$ cat config.mk
export PLATFORM = sky130hd
export DESIGN_NAME = pcm_frame_port
export DESIGN_NICKNAME = d
export VERILOG_FILES = /design/src/rtl/pcm_port_pkg.sv /design/src/rtl/pcm_line_sync.sv /design/src/rtl/pcm_activity_mon.sv /design/src/rtl/pcm_tx_slot.sv /design/src/rtl/pcm_rx_slot.sv /design/src/rtl/pcm_frame_port.sv
export SDC_FILE = /design/constraint.sdc
export NUM_CORES = 1
export LEC_CHECK = 0
export ABC_AREA = 1
export BUFFER_PORTS_ARGS = -buffer_cell sky130_fd_sc_hd__buf_4
export CAP_MARGIN = 30
export CELL_PAD_IN_SITES_DETAIL_PLACEMENT = 1
export CELL_PAD_IN_SITES_GLOBAL_PLACEMENT = 2
export CORE_ASPECT_RATIO = 1.1
export CORE_MARGIN = 8
export CORE_UTILIZATION = 40
export CTS_BUF_LIST = sky130_fd_sc_hd__clkbuf_8
export DETAILED_ROUTE_END_ITERATION = 8
export GPL_ROUTABILITY_DRIVEN = 0
export PLACE_DENSITY = 0.93
export SYNTH_ARGS = -nofsm -noshare
export SYNTH_HDL_FRONTEND = slang
export SYNTH_HIERARCHICAL = 1
export SYNTH_SLANG_ARGS = --single-unit
$ cat constraint.sdc
create_clock -name clk -period 5.1 [get_ports clk]
set_input_delay 0 -clock clk [delete_from_list [all_inputs] [get_ports clk]]
set_output_delay 0 -clock clk [all_outputs]
set_load 0.03 [all_outputs]
$ cat src/rtl/pcm_port_pkg.sv
package pcm_port_pkg;
  typedef struct packed {
    logic bclk_rise;
    logic bclk_fall;
    logic fs_rise;
  } line_evt_t;
endpackage

$ cat src/rtl/pcm_line_sync.sv
module pcm_line_sync #(
  parameter int W      = 3,
  parameter int STAGES = 2
) (
  input  logic         clk,
  input  logic         rst_n,
  input  logic [W-1:0] pin,
  output logic [W-1:0] level
);
  logic [STAGES-1:0][W-1:0] chain;

  always_ff @(posedge clk or negedge rst_n) begin
    if (!rst_n) chain <= '0;
    else        chain <= {chain[STAGES-2:0], pin};
  end

  assign level = chain[STAGES-1];
endmodule

$ cat src/rtl/pcm_activity_mon.sv
module pcm_activity_mon #(
  parameter int unsigned BCLK_TMO = 64,
  parameter int unsigned SYNC_TMO = 1024
) (
  input  logic clk,
  input  logic rst_n,
  input  logic pwr_on,
  input  logic bclk_edge,
  input  logic fs_rise,
  output logic frame_start,
  output logic halt,
  output logic saving
);
  localparam int unsigned TMAX = (BCLK_TMO > SYNC_TMO) ? BCLK_TMO : SYNC_TMO;
  localparam int CW = $clog2(TMAX + 1);
  localparam logic [1:0][CW-1:0] RELOAD = {CW'(SYNC_TMO), CW'(BCLK_TMO)};

  logic [1:0] kick;
  logic [1:0] dead;

  assign kick = {fs_rise, bclk_edge};

  for (genvar k = 0; k < 2; k++) begin : g_wd
    logic [CW-1:0] cnt;
    always_ff @(posedge clk or negedge rst_n) begin
      if (!rst_n)             cnt <= '0;
      else if (!pwr_on)       cnt <= '0;
      else if (kick[k])       cnt <= RELOAD[k];
      else if (cnt != '0)     cnt <= cnt - 1'b1;
    end
    assign dead[k] = (cnt == '0) && !kick[k];
  end

  assign frame_start = pwr_on && fs_rise && !dead[0];
  assign halt        = !pwr_on || (|dead);

  always_ff @(posedge clk or negedge rst_n) begin
    if (!rst_n)           saving <= 1'b1;
    else if (!pwr_on)     saving <= 1'b1;
    else if (frame_start) saving <= 1'b0;
    else if (|dead)       saving <= 1'b1;
  end
endmodule

$ cat src/rtl/pcm_tx_slot.sv
module pcm_tx_slot #(
  parameter int W = 14
) (
  input  logic         clk,
  input  logic         rst_n,
  input  logic         halt,
  input  logic         start,
  input  logic         bclk_high,
  input  logic         bclk_rise,
  input  logic [W-1:0] word,
  output logic         pull_low
);
  localparam int CW = $clog2(W);

  logic          active, armed, bit_q;
  logic [W-1:0]  sh;
  logic [CW-1:0] left;

  always_ff @(posedge clk or negedge rst_n) begin
    if (!rst_n) begin
      active <= 1'b0; armed <= 1'b0; bit_q <= 1'b1; sh <= '0; left <= '0;
    end else if (halt) begin
      active <= 1'b0; armed <= 1'b0;
    end else if (start) begin
      if (bclk_high) begin
        active <= 1'b1; armed <= 1'b0;
        bit_q  <= word[W-1]; sh <= word << 1; left <= CW'(W-1);
      end else begin
        active <= 1'b0; armed <= 1'b1; sh <= word;
      end
    end else if (bclk_rise) begin
      if (armed) begin
        armed <= 1'b0; active <= 1'b1;
        bit_q <= sh[W-1]; sh <= sh << 1; left <= CW'(W-1);
      end else if (active) begin
        if (left == '0) active <= 1'b0;
        else begin
          bit_q <= sh[W-1]; sh <= sh << 1; left <= left - 1'b1;
        end
      end
    end
  end

  assign pull_low = active && !bit_q;

  // a driven bit only moves at a bit clock rise or a frame start
  assert_bit_moves_on_rise_R3: assert property (@(posedge clk) disable iff (!rst_n)
    (active && !bclk_rise && !start && !halt) |=> (active && $stable(bit_q)));
endmodule

$ cat src/rtl/pcm_rx_slot.sv
module pcm_rx_slot #(
  parameter int W = 14
) (
  input  logic         clk,
  input  logic         rst_n,
  input  logic         halt,
  input  logic         flush,
  input  logic         start,
  input  logic         bclk_fall,
  input  logic         sdin,
  input  logic         rdy,
  output logic [W-1:0] data,
  output logic         valid
);
  localparam int CW = $clog2(W + 1);

  logic [W-1:0]  sh;
  logic [CW-1:0] left;
  logic          done;

  assign done = bclk_fall && (left == CW'(1)) && !halt && !start;

  always_ff @(posedge clk or negedge rst_n) begin
    if (!rst_n) begin
      sh <= '0; left <= '0;
    end else if (halt) begin
      left <= '0;
    end else if (start) begin
      left <= CW'(W);
    end else if (bclk_fall && left != '0) begin
      sh   <= {sh[W-2:0], sdin};
      left <= left - 1'b1;
    end
  end

  always_ff @(posedge clk or negedge rst_n) begin
    if (!rst_n) begin
      valid <= 1'b0; data <= '0;
    end else if (flush) begin
      valid <= 1'b0;
    end else if (done) begin
      valid <= 1'b1; data <= {sh[W-2:0], sdin};
    end else if (rdy) begin
      valid <= 1'b0;
    end
  end

  // an unread word holds steady
  assert_hold_until_taken_R2: assert property (@(posedge clk) disable iff (!rst_n)
    (valid && !rdy && !flush && !done) |=> (valid && $stable(data)));
  // a new word only follows a bit clock falling edge
  assert_word_after_fall_R1: assert property (@(posedge clk) disable iff (!rst_n)
    $rose(valid) |-> $past(bclk_fall));
endmodule

$ cat src/rtl/pcm_frame_port.sv
module pcm_frame_port
  import pcm_port_pkg::*;
#(
  parameter int          SAMPLE_W    = 14,
  parameter int          SYNC_STAGES = 2,
  parameter int unsigned BCLK_TMO    = 64,
  parameter int unsigned SYNC_TMO    = 1024
) (
  input  logic                clk,
  input  logic                rst_n,
  input  logic                pwr_on,
  input  logic                bclk,
  input  logic                fsync,
  input  logic                sdin,
  output logic                sdo_pull_low,
  input  logic [SAMPLE_W-1:0] tx_data,
  input  logic                tx_valid,
  output logic                tx_ready,
  output logic [SAMPLE_W-1:0] rx_data,
  output logic                rx_valid,
  input  logic                rx_ready,
  output logic                pwr_save
);
  logic [2:0] lvl;
  logic [1:0] prev;
  line_evt_t  evt;
  logic       frame_start, halt;
  logic [SAMPLE_W-1:0] tx_word;

  pcm_line_sync #(.W(3), .STAGES(SYNC_STAGES)) u_sync (
    .clk(clk), .rst_n(rst_n), .pin({sdin, fsync, bclk}), .level(lvl));

  always_ff @(posedge clk or negedge rst_n) begin
    if (!rst_n) prev <= '0;
    else        prev <= lvl[1:0];
  end

  assign evt.bclk_rise = lvl[0] && !prev[0];
  assign evt.bclk_fall = !lvl[0] && prev[0];
  assign evt.fs_rise   = lvl[1] && !prev[1];

  pcm_activity_mon #(.BCLK_TMO(BCLK_TMO), .SYNC_TMO(SYNC_TMO)) u_mon (
    .clk(clk), .rst_n(rst_n), .pwr_on(pwr_on),
    .bclk_edge(evt.bclk_rise || evt.bclk_fall), .fs_rise(evt.fs_rise),
    .frame_start(frame_start), .halt(halt), .saving(pwr_save));

  assign tx_ready = frame_start;
  assign tx_word  = tx_valid ? tx_data : '0;

  pcm_tx_slot #(.W(SAMPLE_W)) u_tx (
    .clk(clk), .rst_n(rst_n), .halt(halt), .start(frame_start),
    .bclk_high(lvl[0]), .bclk_rise(evt.bclk_rise), .word(tx_word),
    .pull_low(sdo_pull_low));

  pcm_rx_slot #(.W(SAMPLE_W)) u_rx (
    .clk(clk), .rst_n(rst_n), .halt(halt), .flush(!pwr_on),
    .start(frame_start), .bclk_fall(evt.bclk_fall), .sdin(lvl[2]),
    .rdy(rx_ready), .data(rx_data), .valid(rx_valid));

  // nothing is driven while saving power
  assert_quiet_in_save_R7: assert property (@(posedge clk) disable iff (!rst_n)
    pwr_save |-> !sdo_pull_low);
  // power down idles both directions
  assert_pdown_idle_R10: assert property (@(posedge clk) disable iff (!rst_n)
    !pwr_on |=> (pwr_save && !rx_valid && !sdo_pull_low));
endmodule

After elaboration in Yosys (flattened, before gate mapping) --
Cells that the tools add are included.
Word-level totals: register bits after elaboration 84, logic and storage cells 112, output and inout port bits 18, bits of input ports 22
Cells by class: reduce and logical (&&, ||, !) cells 39, muxes and demuxes 45, bitwise operators 2, equal/unequal tests 7, $add $sub $neg 4
Operator list (count):
- 14-bit 2-to-1 mux | 7
- 11-bit 2-to-1 mux | 6
- 4-bit 2-to-1 mux | 9
- 1-bit 2-to-1 mux | 23
- 11-bit zero test | 2
- 11-bit nonzero test | 2
- 11-bit by 1-bit subtractor with 11-bit output (second input constant) | 2
- 3-bit by 1-bit != test with 1-bit output (second input constant) | 5
- 1-bit logical AND | 12
- 1-bit zero test | 10
- 3-bit nonzero test | 3
- 4-bit by 1-bit subtractor with 4-bit output (second input constant) | 2
- 5-bit AND reduction | 1
- 4-bit by 1-bit == test with 1-bit output (second input constant) | 1
- 4-bit zero test | 1
- 4-bit AND reduction | 1
- 4-bit nonzero test | 1
- 3-bit AND reduction | 1
- 1-bit logical OR | 2
- 2-bit != test (second input constant) | 1
- 1-bit inverter | 2
- 2-bit AND reduction | 1
- 2-bit nonzero test | 1
- 2-bit OR reduction | 1

Longest topological paths before layout --
depth in word-level cells 12, depth in mapped cells 15, gate-level depth less buffers 13

By module --
The synthesis kept the hierarchy.
By module, submodules not included:
- pcm_activity_mon | sequential area each 576.8 sq um, instances 1, cells each 169, area an instance 1367.6 sq um
- pcm_rx_slot | sequential area each 800.8 sq um, instances 1, cells each 154, area an instance 1356.3 sq um
- pcm_tx_slot | sequential area each 526.8 sq um, instances 1, cells each 164, area an instance 1201.2 sq um
- pcm_frame_port | sequential area each 50.0 sq um, instances 1, cells each 39, area an instance 214.0 sq um
- pcm_line_sync | sequential area each 150.1 sq um, instances 1, cells each 9, area an instance 172.7 sq um

Least setup slack after synthesis --
OpenSTA, ideal clock, no wires.
path type reg2reg, start point register u_sync.chain, in the netlist u_sync/level[0], end point register u_tx.sh[6], clock period less this slack 2427 ps, data arrival time 2300 ps, stages on the path, launching flop included 16, path slack 2673 ps, library setup time 127 ps, buffers on the path 3, cells stage by stage dfrtp_1 buf_4 inv_1 ha_1 inv_1 inv_1 nand3_1 nand3_1 inv_1 nor2_1 nor2_1 nand3_1 buf_6 buf_6 nand2_1 o21ai_0
Between the ends: cells in the longest elaborated chain, start to end 9, elaborated cells on any way between the ends 17, classes of those cells eq/ne (1); mux (2); bitwise (1); reduce/logical (13)
RTL lines:
- start: declaration | RTL line pcm_line_sync.sv:10 | logic [STAGES-1:0][W-1:0] chain;
- start signal: assignment | RTL line pcm_line_sync.sv:14 | else chain <= {chain[STAGES-2:0], pin};
- 1-bit zero test | RTL line pcm_frame_port.sv:39 | assign evt.bclk_fall = !lvl[0] && prev[0];
- 1-bit logical AND | RTL line pcm_frame_port.sv:39
- 1-bit logical OR * | RTL line pcm_frame_port.sv:44 | .bclk_edge(evt.bclk_rise || evt.bclk_fall), .fs_rise(evt.fs_rise),
- 1-bit zero test * | RTL line pcm_activity_mon.sv:31 | assign dead[k] = (cnt == '0) && !kick[k];
- 1-bit logical AND * | RTL line pcm_activity_mon.sv:31
- 1-bit zero test * | RTL line pcm_activity_mon.sv:34 | assign frame_start = pwr_on && fs_rise && !dead[0];
- 1-bit logical AND * | RTL line pcm_activity_mon.sv:34
- net tx_ready | RTL line pcm_frame_port.sv:18 | output logic tx_ready,
- 3-bit by 1-bit != test with 1-bit output (no source line), or another cell as far along
- 4-bit AND reduction (no source line)
- end signal: assignment | RTL line pcm_tx_slot.sv:27 | bit_q <= word[W-1]; sh <= word << 1; left <= CW'(W-1);
- end signal: assignment | RTL line pcm_tx_slot.sv:34 | bit_q <= sh[W-1]; sh <= sh << 1; left <= CW'(W-1);
- end signal: assignment | RTL line pcm_tx_slot.sv:38 | bit_q <= sh[W-1]; sh <= sh << 1; left <= left - 1'b1;
- end: declaration | RTL line pcm_tx_slot.sv:16 | logic [W-1:0] sh;
Mark *: on every way through the listed nets, which the timed path passes. The rest lies on a longest branch. A chain may end at the register's enable or synchronous reset.

Final worst setup path --
start point register u_sync.chain, in the netlist u_sync/level[0], end point register u_tx.active
Between the ends: cells in the longest elaborated chain, start to end 9, elaborated cells on any way between the ends 14, classes of those cells mux (3); reduce/logical (11)
RTL lines:
- 1-bit zero test | RTL line pcm_frame_port.sv:39
- 1-bit logical AND | RTL line pcm_frame_port.sv:39
- 1-bit logical OR | RTL line pcm_frame_port.sv:44
- 1-bit zero test | RTL line pcm_activity_mon.sv:31
- 1-bit logical AND | RTL line pcm_activity_mon.sv:31
- 1-bit zero test | RTL line pcm_activity_mon.sv:34
- 1-bit logical AND | RTL line pcm_activity_mon.sv:34
- 1-bit 2-to-1 mux | RTL line pcm_tx_slot.sv:24 | end else if (start) begin
- 1-bit 2-to-1 mux | RTL line pcm_tx_slot.sv:22 | end else if (halt) begin
- end signal: assignment | RTL line pcm_tx_slot.sv:21 | active <= 1'b0; armed <= 1'b0; bit_q <= 1'b1; sh <= '0; left <= '0;
- end signal: assignment | RTL line pcm_tx_slot.sv:23 | active <= 1'b0; armed <= 1'b0;
- end signal: assignment | RTL line pcm_tx_slot.sv:26 | active <= 1'b1; armed <= 1'b0;
- end: declaration | RTL line pcm_tx_slot.sv:15 | logic active, armed, bit_q;
Parallel ways exist; a longest one is shown, timed or not.

==> results.sh <==
export IMPL_outcome="complete, no violations"
export IMPL_antenna_found_initial=0
export IMPL_reg2reg_slack_ns=2.16
export IMPL_cts_tree="done"
export IMPL_synthArstFlopShare_pct=100
export IMPL_layout_drive_gt1_share_pct=16.2
export IMPL_drv_slew=0
export IMPL_worstSetupEndpointType="register"
export IMPL_grt_overflow=0
export IMPL_row_count=39
export IMPL_clock_sinks=84
export IMPL_core_um2=10400
export IMPL_dp_cells=704
export IMPL_ff2ff_path_depth=12
export IMPL_n_antenna_cell=0
export IMPL_ys_warn_count=6
export IMPL_fin_nets=609
export IMPL_p_leak_nw=2.60
export IMPL_startpoint="u_sync/level[0]$_DFF_PN0_"
export IMPL_dp_hpwl_um=6950
export IMPL_power_density_nw_per_um2=491
export IMPL_portBuffers=39
export IMPL_viasPerCell=4.80
export IMPL_r2r_start="u_sync/level[0]$_DFF_PN0_"
export IMPL_worstHoldPathType="input pin to register"
export IMPL_ys_types=36
export IMPL_timing_fmax_ghz=0.340
export IMPL_instances_no_fill=728
export IMPL_dieArea_um2=14400
export IMPL_seq_area_frac_synth_pct=48.8
export IMPL_drtIter0Drc=122
export IMPL_die_h_um=125
export IMPL_final_min_clock_period_ns=2.94
export IMPL_rsz0062_at_grt="no"
export IMPL_vias=3495
export IMPL_hold_violations=0
export IMPL_grt_pass1_vias=3780
export IMPL_r2r_end="u_tx/active$_DFFE_PN0P_"
export IMPL_worstPathArrival_ns=3.17
export IMPL_synth_seq_cells=84
export IMPL_num_io_pins=40
export IMPL_synth_ff_type="dfrtp_1"
export IMPL_worstMarginPinSlew_ns=0.545
export IMPL_setup_violations_final=0
export IMPL_htree_levels=3
export IMPL_start_util_pct=41.3
export IMPL_cts_buffer_depth=2
export IMPL_area_growth_pct=15.1
export IMPL_routedWlPerCell_um=13.1
export IMPL_synth_nets=564
export IMPL_post_cts_buffers=0
export IMPL_worstPathMaxFanout=16
export IMPL_drc=0
export IMPL_synth_area_um2=4310
export IMPL_fin_crit_sh_pct=57.6
export IMPL_place_area_um2=4680
export IMPL_slew_headroom_pct=63.5
export IMPL_numCtsBuffers=9
export IMPL_cp_endpoint="u_tx/active$_DFFE_PN0P_"
export IMPL_ir_drop_v=0.000146
export IMPL_die_w_um=115
export IMPL_syn_inst=535
export IMPL_cts_root_buffer="clkbuf_8"
export IMPL_grt_max_degree=46
export IMPL_fin_setup_tns_ns=0
export IMPL_first_pass_iters=4
export IMPL_insertion_delay_ns=0.36
export IMPL_synth_edf_count=0
export IMPL_stdcell_area_um2=4960
export IMPL_critical_path_class="register to register"
export IMPL_maxCapViolCount=0
export IMPL_clk_pin_slew_ns=0.09
export IMPL_finClkSkew_ns=0.00891
export IMPL_start_kind="register"
export IMPL_antenna_left=0
export IMPL_syn_avg_cell_area_um2=8.06
export IMPL_finalWirelength_um=9530
export IMPL_grtUsageTotal_pct=14.7
export IMPL_grt_pass1_wl_um=17300
export IMPL_crit_required_ns=5.33
cells in the final DEF (no fill, tap or decap), types with 8 or more instances in the layout:
cell type  synthesis  layout
a21oi_1           19      19
and3_1             8       8
buf_4              6      39
clkbuf_8           0      10
dfrtp_1           82      82
inv_1             64      64
nand2_1          202     202
nand3_1           27      27
nor2_1            27      27
o21ai_0           26      26
cell usage after synthesis (3+ instances only):
library cell	n	share of area [%]
and3_1	8	1.2
nor2_1	27	2.4
inv_1	64	5.6
inv_2	5	0.44
o21ai_0	26	3.0
nor2_4	5	1.3
nor2_8	3	1.4
nand3_2	3	0.70
buf_6	7	1.8
nand4_1	7	1.0
nor2_2	5	0.73
o21ai_2	5	1.0
ha_1	7	2.0
nand2_1	202	18
a21oi_1	19	2.2
buf_4	6	1.0
dfrtp_1	82	48
nor3_1	5	0.58
nand3_1	27	3.1
worst max-delay path: stages, from the launching register on:
cell	delay, ns
dfrtp_1	0.47
inv_1	0.07
ha_1	0.29
inv_1	0.16
inv_1	0.09
nand3_1	0.16
nand3_1	0.09
inv_1	0.29
inv_2	0.23
nor2_4	0.40
inv_1	0.18
nand3_1	0.24
o21ai_0	0.14
cell families (layout without fill, tap and decap cells):
logic type / count (synthesis) / after routing / share of synthesized area (%)
adders and majority gates: 7 / 7 / 2.03
buffers and inverters: 84 / 134 / 9.14
DFF: 84 / 84 / 48.8
AOI/OAI and AO/OA: 56 / 56 / 7.34
and+or+nand+nor: 302 / 302 / 32.3
xor gates and xnor gates: 2 / 2 / 0.406
metal layers:
metal	routed length, um	GRT usage [%]	vias up
met5	0	0	-
met4	166	7.28	0
met3	318	3.06	10
met2	4800	24.8	43
met1	4240	17.1	1683
li1	-	-	1759
where the power goes:
part	leakage (nW)	internal [mW]	total (mW)	switching [mW]
Clock	0.0983	0.238	0.483	0.245
Combinational	1.38	0.358	1.01	0.648
Sequential	1.12	0.819	0.947	0.128
Total	2.60	1.42	2.44	1.02
through the flow:
| stage | hold WS, ns | setup WS [ns] | total power, mW | utilization, % |
|---|---|---|---|---|
| after CTS | 0.00878 | 1.79 | 2.48 | 47.4 |
| final | 0.0251 | 2.16 | 2.44 | 47.5 |
| after global routing | 0.0612 | 1.85 | 2.67 | 47.5 |
| after detailed placement | 0.0187 | 1.82 | 1.97 | 44.8 |
| after global placement | 0.109 | 2.01 | 1.93 | 44.6 |
| after floorplan | -0.296 | 2.67 | 1.73 | - |
repair_timing:
item	CTS	global route
endpoints found under the hold margin	49	0
setup endpoints to repair	0	0
hold buffers	7	0
resized for setup	0	0
final cells by class:
cell class | instances | area (um2)
Tap cell | 143 | 179
Sequential cell | 84 | 2100
Clock inverter | 6 | 63.8
Clock buffer | 10 | 138
Multi-Input combinational cell | 367 | 1810
Timing Repair Buffer | 48 | 402
Inverter | 70 | 265
Fill cell | 1324 | 5480
worst min path at each step:
stage                from                                to  slack (ns)  cells past startpoint
2_1_floorplan       rst_n                 prev[0]$_DFF_PN0_       -0.30                      0
3_3_place_gp         sdin         u_sync/chain[2]$_DFF_PN0_        0.11                      1
3_5_place_dp        rst_n  u_mon/g_wd[0].cnt[0]$_DFFE_PN0P_        0.02                      1
4_1_cts        tx_data[5]            u_tx/sh[5]$_DFFE_PN0P_       0.009                      5
5_1_grt        tx_data[5]            u_tx/sh[5]$_DFFE_PN0P_        0.06                      5
6_report       tx_data[5]            u_tx/sh[5]$_DFFE_PN0P_        0.03                      5
registers in the layout, indices dropped and copies added, names as in the netlist:
| register | cells |
|---|---|
| prev | 2 |
| u_mon/g_wd.cnt | 22 |
| u_mon/saving | 1 |
| u_rx/data | 14 |
| u_rx/left | 4 |
| u_rx/sh | 13 |
| u_rx/valid | 1 |
| u_sync/chain | 3 |
| u_sync/level | 3 |
| u_tx/active | 1 |
| u_tx/armed | 1 |
| u_tx/bit_q | 1 |
| u_tx/left | 4 |
| u_tx/sh | 14 |
No activity file was read; power rests on OpenSTA's default activity.
